==> src/rtl/occsort_pkg.sv <==
package occsort_pkg;
  typedef enum logic [1:0] {
    ST_WIPE  = 2'd0,
    ST_FILL  = 2'd1,
    ST_SWEEP = 2'd2
  } occ_state_e;
endpackage

==> src/rtl/occsort_rstsync.sv <==
module occsort_rstsync (
  input  logic clk,
  input  logic rst_n,
  output logic rst_sync_n
);
  logic stage1_q;
  logic stage2_q;

  always_ff @(posedge clk or negedge rst_n) begin
    if (!rst_n) begin
      stage1_q <= 1'b0;
      stage2_q <= 1'b0;
    end else begin
      stage1_q <= 1'b1;
      stage2_q <= stage1_q;
    end
  end

  assign rst_sync_n = stage2_q;
endmodule

==> src/rtl/occsort_table.sv <==
module occsort_table #(
  parameter int ADDR_W = 8,
  parameter int CNT_W  = 3
) (
  input  logic              clk,
  input  logic              wr_en,
  input  logic [ADDR_W-1:0] wr_addr,
  input  logic [CNT_W-1:0]  wr_data,
  input  logic [ADDR_W-1:0] rd_addr,
  output logic [CNT_W-1:0]  rd_data
);
  localparam int DEPTH = 1 << ADDR_W;

  logic [CNT_W-1:0] row [DEPTH];

  // One register slot per value; contents are wiped by the controller, not by reset.
  for (genvar g = 0; g < DEPTH; g++) begin : g_slot
    logic [CNT_W-1:0] slot_q;
    always_ff @(posedge clk) begin
      if (wr_en && (wr_addr == ADDR_W'(g))) begin
        slot_q <= wr_data;
      end
    end
    assign row[g] = slot_q;
  end

  assign rd_data = row[rd_addr];
endmodule

==> src/rtl/occsort_ctrl.sv <==
module occsort_ctrl
  import occsort_pkg::*;
#(
  parameter int ADDR_W = 8,
  parameter int CNT_W  = 3
) (
  input  logic              clk,
  input  logic              rst_n,
  input  logic              in_valid,
  input  logic [ADDR_W-1:0] in_data,
  input  logic              in_last,
  input  logic [CNT_W-1:0]  rd_data,
  output logic [ADDR_W-1:0] rd_addr,
  output logic              wr_en,
  output logic [ADDR_W-1:0] wr_addr,
  output logic [CNT_W-1:0]  wr_data,
  output logic              in_ready,
  output logic              out_valid,
  output logic [ADDR_W-1:0] out_data,
  output logic              done
);
  localparam logic [ADDR_W-1:0] LAST_ADDR = '1;
  localparam logic [CNT_W-1:0]  CNT_MAX   = '1;
  localparam logic [CNT_W-1:0]  CNT_ONE   = CNT_W'(1);

  occ_state_e        state_q, state_d;
  logic [ADDR_W-1:0] ptr_q, ptr_d;
  logic              out_valid_q, emit_d;
  logic              done_q, done_d;
  logic [ADDR_W-1:0] out_data_q;

  always_comb begin
    state_d  = state_q;
    ptr_d    = ptr_q;
    rd_addr  = ptr_q;
    wr_en    = 1'b0;
    wr_addr  = ptr_q;
    wr_data  = '0;
    in_ready = 1'b0;
    emit_d   = 1'b0;
    done_d   = 1'b0;
    unique case (state_q)
      ST_WIPE: begin
        wr_en = 1'b1;
        ptr_d = ptr_q + 1'b1;
        if (ptr_q == LAST_ADDR) state_d = ST_FILL;
      end
      ST_FILL: begin
        in_ready = 1'b1;
        rd_addr  = in_data;
        wr_addr  = in_data;
        if (in_valid) begin
          wr_en   = 1'b1;
          wr_data = (rd_data == CNT_MAX) ? rd_data : rd_data + 1'b1;
          if (in_last) begin
            state_d = ST_SWEEP;
            ptr_d   = '0;
          end
        end
      end
      ST_SWEEP: begin
        if (rd_data != '0) begin
          emit_d  = 1'b1;
          wr_en   = 1'b1;
          wr_data = rd_data - 1'b1;
        end
        if (rd_data <= CNT_ONE) begin
          ptr_d = ptr_q + 1'b1;
          if (ptr_q == LAST_ADDR) begin
            done_d  = 1'b1;
            state_d = ST_FILL;
          end
        end
      end
      default: state_d = ST_WIPE;
    endcase
  end

  always_ff @(posedge clk or negedge rst_n) begin
    if (!rst_n) begin
      state_q     <= ST_WIPE;
      ptr_q       <= '0;
      out_valid_q <= 1'b0;
      done_q      <= 1'b0;
    end else begin
      state_q     <= state_d;
      ptr_q       <= ptr_d;
      out_valid_q <= emit_d;
      done_q      <= done_d;
    end
  end

  always_ff @(posedge clk) begin
    if (emit_d) out_data_q <= ptr_q;
  end

  assign out_valid = out_valid_q;
  assign out_data  = out_data_q;
  assign done      = done_q;
endmodule

==> src/rtl/occsort_top.sv <==
module occsort_top #(
  parameter int DATA_W = 8,
  parameter int CNT_W  = 3
) (
  input  logic              clk,
  input  logic              rst_n,
  input  logic              in_valid,
  input  logic [DATA_W-1:0] in_data,
  input  logic              in_last,
  output logic              in_ready,
  output logic              out_valid,
  output logic [DATA_W-1:0] out_data,
  output logic              done
);
  logic              rst_sync_n;
  logic [DATA_W-1:0] rd_addr, wr_addr;
  logic [CNT_W-1:0]  rd_data, wr_data;
  logic              wr_en;

  occsort_rstsync u_rstsync (
    .clk        (clk),
    .rst_n      (rst_n),
    .rst_sync_n (rst_sync_n)
  );

  occsort_table #(.ADDR_W(DATA_W), .CNT_W(CNT_W)) u_table (
    .clk     (clk),
    .wr_en   (wr_en),
    .wr_addr (wr_addr),
    .wr_data (wr_data),
    .rd_addr (rd_addr),
    .rd_data (rd_data)
  );

  occsort_ctrl #(.ADDR_W(DATA_W), .CNT_W(CNT_W)) u_ctrl (
    .clk       (clk),
    .rst_n     (rst_sync_n),
    .in_valid  (in_valid),
    .in_data   (in_data),
    .in_last   (in_last),
    .rd_data   (rd_data),
    .rd_addr   (rd_addr),
    .wr_en     (wr_en),
    .wr_addr   (wr_addr),
    .wr_data   (wr_data),
    .in_ready  (in_ready),
    .out_valid (out_valid),
    .out_data  (out_data),
    .done      (done)
  );
endmodule

==> config.mk <==
export PLATFORM = sky130hd
export DESIGN_NAME = occsort_top
export DESIGN_NICKNAME = d
export VERILOG_FILES = /design/src/rtl/occsort_pkg.sv /design/src/rtl/occsort_rstsync.sv /design/src/rtl/occsort_table.sv /design/src/rtl/occsort_ctrl.sv /design/src/rtl/occsort_top.sv
export SDC_FILE = /design/constraint.sdc
export NUM_CORES = 1
export LEC_CHECK = 0
export CORE_UTILIZATION = 35
export CTS_CLUSTER_DIAMETER = 60
export CTS_CLUSTER_SIZE = 20
export DETAILED_ROUTE_END_ITERATION = 6
export PLACE_DENSITY = 0.58
export SLEW_MARGIN = 10
export SYNTH_ARGS = -nofsm -noshare
export SYNTH_HDL_FRONTEND = slang
export SYNTH_SLANG_ARGS = --single-unit
==> constraint.sdc <==
create_clock -name clk -period 1.02 [get_ports clk]
set_input_delay 0.153 -clock clk [delete_from_list [all_inputs] [get_ports clk]]
set_output_delay 0.153 -clock clk [all_outputs]
set_load 0.01 [all_outputs]
==> results.ini <==
[global_route]
antenna_found_initial = 0
grt_first_pass_wirelength_um = 180000
grt_max_degree = 79
grtUsageMet3_pct = 5.01
grt-busiest-layer = met2
grt-ovfl-total = 0
grt_util_met1_pct = 33.8
global_route.usage.total_pct = 25.1
first_global_vias = 25500
grt.met2_usage_pct = 38.9

[clock_tree]
clock-root-buffer = clkbuf_16
clk_transition_reported_paths_ps = 80
clk-insertion-delay-late_ps = 680
cts_made_buffers = 60
clockBufferDepth = 3
tritoncts_clock_tree = yes
tritoncts_num_sinks = 790
htree_num_levels = 2

[worst_setup_path]
timing.critical_path.from_type = flop
critical-path-max-stage-delay_ps = 400
slowest_cell_on_the_critical_path = dfrtp_1
cp_max_fo = 15
critPathCaptureType = flop
worst_path_dominant_cell_family = buffers and inverters
data_required_time_of_the_critical_path_ps = 1370
worst-endpoint-arrival_ps = 5260
buf_inv_on_cp = 11
path_class = flop to flop

[sta]
finClkSkew_ps = 47.4
finalSetupViolCount = 1567
clock.fmax_mhz = 203
max_slew.worst_pin.slew_ps = 1030
maxSlewHeadroom_pct = 31.5
setup_total_negative_slack_ps = -5850300
unrepaired_setup_endpoints_after_global_routing = true
max_slew_violations = 0
finalHoldViolCount = 0
min_period_ps = 4920
post-route-worst-setup-slack_ps = -3900
fin_hold_ws_ps = 28.8
min_period_over_period_pct = 482

[synthesis]
ys.warnings.count = 0
synthesized_flop_and_latch_total = 790
synth-main-ff-cell = edfxtp_1
synth_cells = 2469
synth_area_leaders = edfxtp_1, a21o_1, a41oi_1
netlist_area_before_placement_mm2 = 0.0339
post_synth.cell_area_avg_um2 = 13.7
netlist.top_cell.by_area = edfxtp_1
ys_seq_area_share_pct = 69.8
postSynthNetCount = 2491
asyncSetResetFlopFracSynth_pct = 1.77
synth_edf_count = 776
synth.top_cell.area_share_pct = 68.7
synth_most_common_cell = edfxtp_1
number_of_library_cell_types_mapped_by_synthesis = 70
synth.cells.most_frequent = edfxtp_1, a21o_1, nor2_1

[routing]
routed_wire_per_std_cell_um = 30.8
wl_um = 129000
routed_via_density = 6.18
drt_drc_violations_left = 0
total_vias_in_the_final_route = 25800
drt_first_iter_violations = 3364
first_pass_iters = 6
postRouteAntennaNets = 0

[die]
std_cell_rows = 113
chipHeight_um = 313
die_area_mm2 = 0.0981
initial_core_util_pct = 35.5
die-width_um = 313
placeableCoreArea_mm2 = 0.0954
design.portCount = 23

[cells_and_area]
layout.area.seq_mm2 = 0.0237
layout_cell_share_with_drive_strength_beyond_1_pct = 31.8
filler_cell_count = 8178
post_layout_nonfiller_instances = 4175
antenna-diode-count = 0
layout_net_count = 2885
area.growth.synth_to_final_pct = 32.3
multi_input_area_mm2 = 0.0110

[outcome]
run_status = complete, but fails checks
violations = setup timing

[placed_design]
detailedPlace.worstSlack_ps = -4540
placement.io_buffers = 22
dp_hpwl_um = 76300
globalplace.congestion = 0.921
dp_cells = 3954

[job]
cap_viol_max_count = 0

[power]
peakVddDrop_mv = 1.59
post-layout-total-power_uw = 68100
pwr_density_cell_mw_per_mm2 = 1520
power.static_leakage_uw = 0.0120

[min_path]
hold_path.class = flop to async pin

-- metal layers --
| metal | routed length (um) | vias to the layer above |
|---|---|---|
| met5 | 0 | - |
| met3 | 15100 | 383 |
| li1 | - | 10600 |
| met4 | 6780 | 0 |
| met2 | 58000 | 1938 |
| met1 | 48800 | 12900 |
-- cell usage in the layout (no fill, tap or decap), types with 6 or more instances in the layout --
master	netlist	layout
buf_12	0	125
buf_6	9	38
buf_8	0	7
nor2_2	0	38
clkbuf_16	0	72
o22ai_1	27	25
o21ai_1	7	12
nand2_1	36	34
clkdlybuf4s50_1	0	22
nand3_2	1	12
nor2_1	272	128
dfrtp_1	14	14
buf_16	0	10
o41ai_1	49	22
clkinv_8	0	6
o21ai_0	268	263
a41oi_1	158	128
buf_4	8	350
bufinv_16	0	7
clkinv_4	0	8
a21oi_1	68	67
nor2_4	0	106
a41o_1	17	17
nand3_4	0	7
o41ai_2	1	24
nand4_1	7	7
inv_1	12	9
edfxtp_1	776	776
inv_6	0	9
a21o_1	400	400
a41oi_2	1	27
-- final cells by class --
class	instances	area share (%)
clock buffer	65	3.44
clock inverter	44	1.32
inverter	13	0.120
multi-input combinational	1433	24.4
sequential	790	52.7
tap	1265	3.53
timing repair buffer	565	14.4
-- worst register-to-register path, cell delays in order (launching register included) --
cell	delay, ps
dfrtp_1	400
inv_2	90
ha_4	190
buf_6	120
nand3b_1	150
buf_12	200
buf_12	170
buf_12	160
a21o_1	150
a41oi_2	140
o41ai_2	390
buf_4	210
nand3_2	90
buf_6	160
a211o_1	270
nand3_2	110
inv_2	50
ha_4	170
ha_4	150
nand2b_4	140
a31oi_4	180
buf_6	190
buf_6	140
nand3_2	140
buf_12	230
nor2_2	210
-- registers in the layout (all words and copies together), names as in the netlist --
| register | count |
|---|---|
| u_ctrl.ptr_q | 8 |
| u_rstsync.stage1_q | 1 |
| u_ctrl.state_q | 2 |
| u_rstsync.rst_sync_n | 1 |
| u_table.g_slot.slot_q | 768 |
| u_ctrl.out_valid | 1 |
| u_ctrl.done | 1 |
| u_ctrl.out_data | 8 |
-- through the flow --
| step | area (um^2) | util (%) |
|---|---|---|
| after floorplan | 34200 | - |
| after global placement | 39300 | 41.2 |
| after detailed placement | 39300 | 41.2 |
| after CTS | 43600 | 45.7 |
| after global routing | 44900 | 47.0 |
| final | 44900 | 47.0 |
-- where the power goes --
group          internal, uW  switching [uW]
Clock                 13200           12800
Combinational          2080            3830
Sequential            36200            2.61
Total                 51500           16700
-- final timing paths --
kind / startpoint / end / slack, ps / cells after the start
worst max register to register: u_ctrl.state_q[1] / u_table.g_slot[150].slot_q[2] / -3900 / 25
worst max-delay path: u_ctrl.state_q[1] / u_table.g_slot[150].slot_q[2] / -3900 / 25
max in group asynchronous: u_rstsync.rst_sync_n / u_ctrl.state_q[1] / 620 / 1
worst min-delay path: u_rstsync.rst_sync_n / u_ctrl.ptr_q[5] / 30 / 0
worst min register to register: u_rstsync.rst_sync_n / u_ctrl.ptr_q[5] / 30 / 0
min in group clk: u_rstsync.stage1_q / u_rstsync.rst_sync_n / 350 / 0
-- logic make-up (layout without fill, tap and decap cells) --
group                      after synthesis  after routing  share of synthesized area, %
adders and majority gates               10             10                         0.369
other                                    1              1                        0.0111
DFF                                    790            790                          69.8
buffers and inverters                  248            687                          3.42
and+or+nand+nor                        382            382                          4.89
muxes                                    1              1                        0.0332
AOI/OAI and AO/OA                     1037           1039                          21.5
-- timing repair --
action,4_1_cts,5_1_grt
resized for setup,269,191
hold buffers,1,0
pin swaps,64,43
buffers inserted,66,23
cloned,12,16
endpoints found under the setup margin,1567,1567
endpoints found under the hold margin,2,0
(Power assumes the default switching activity.)
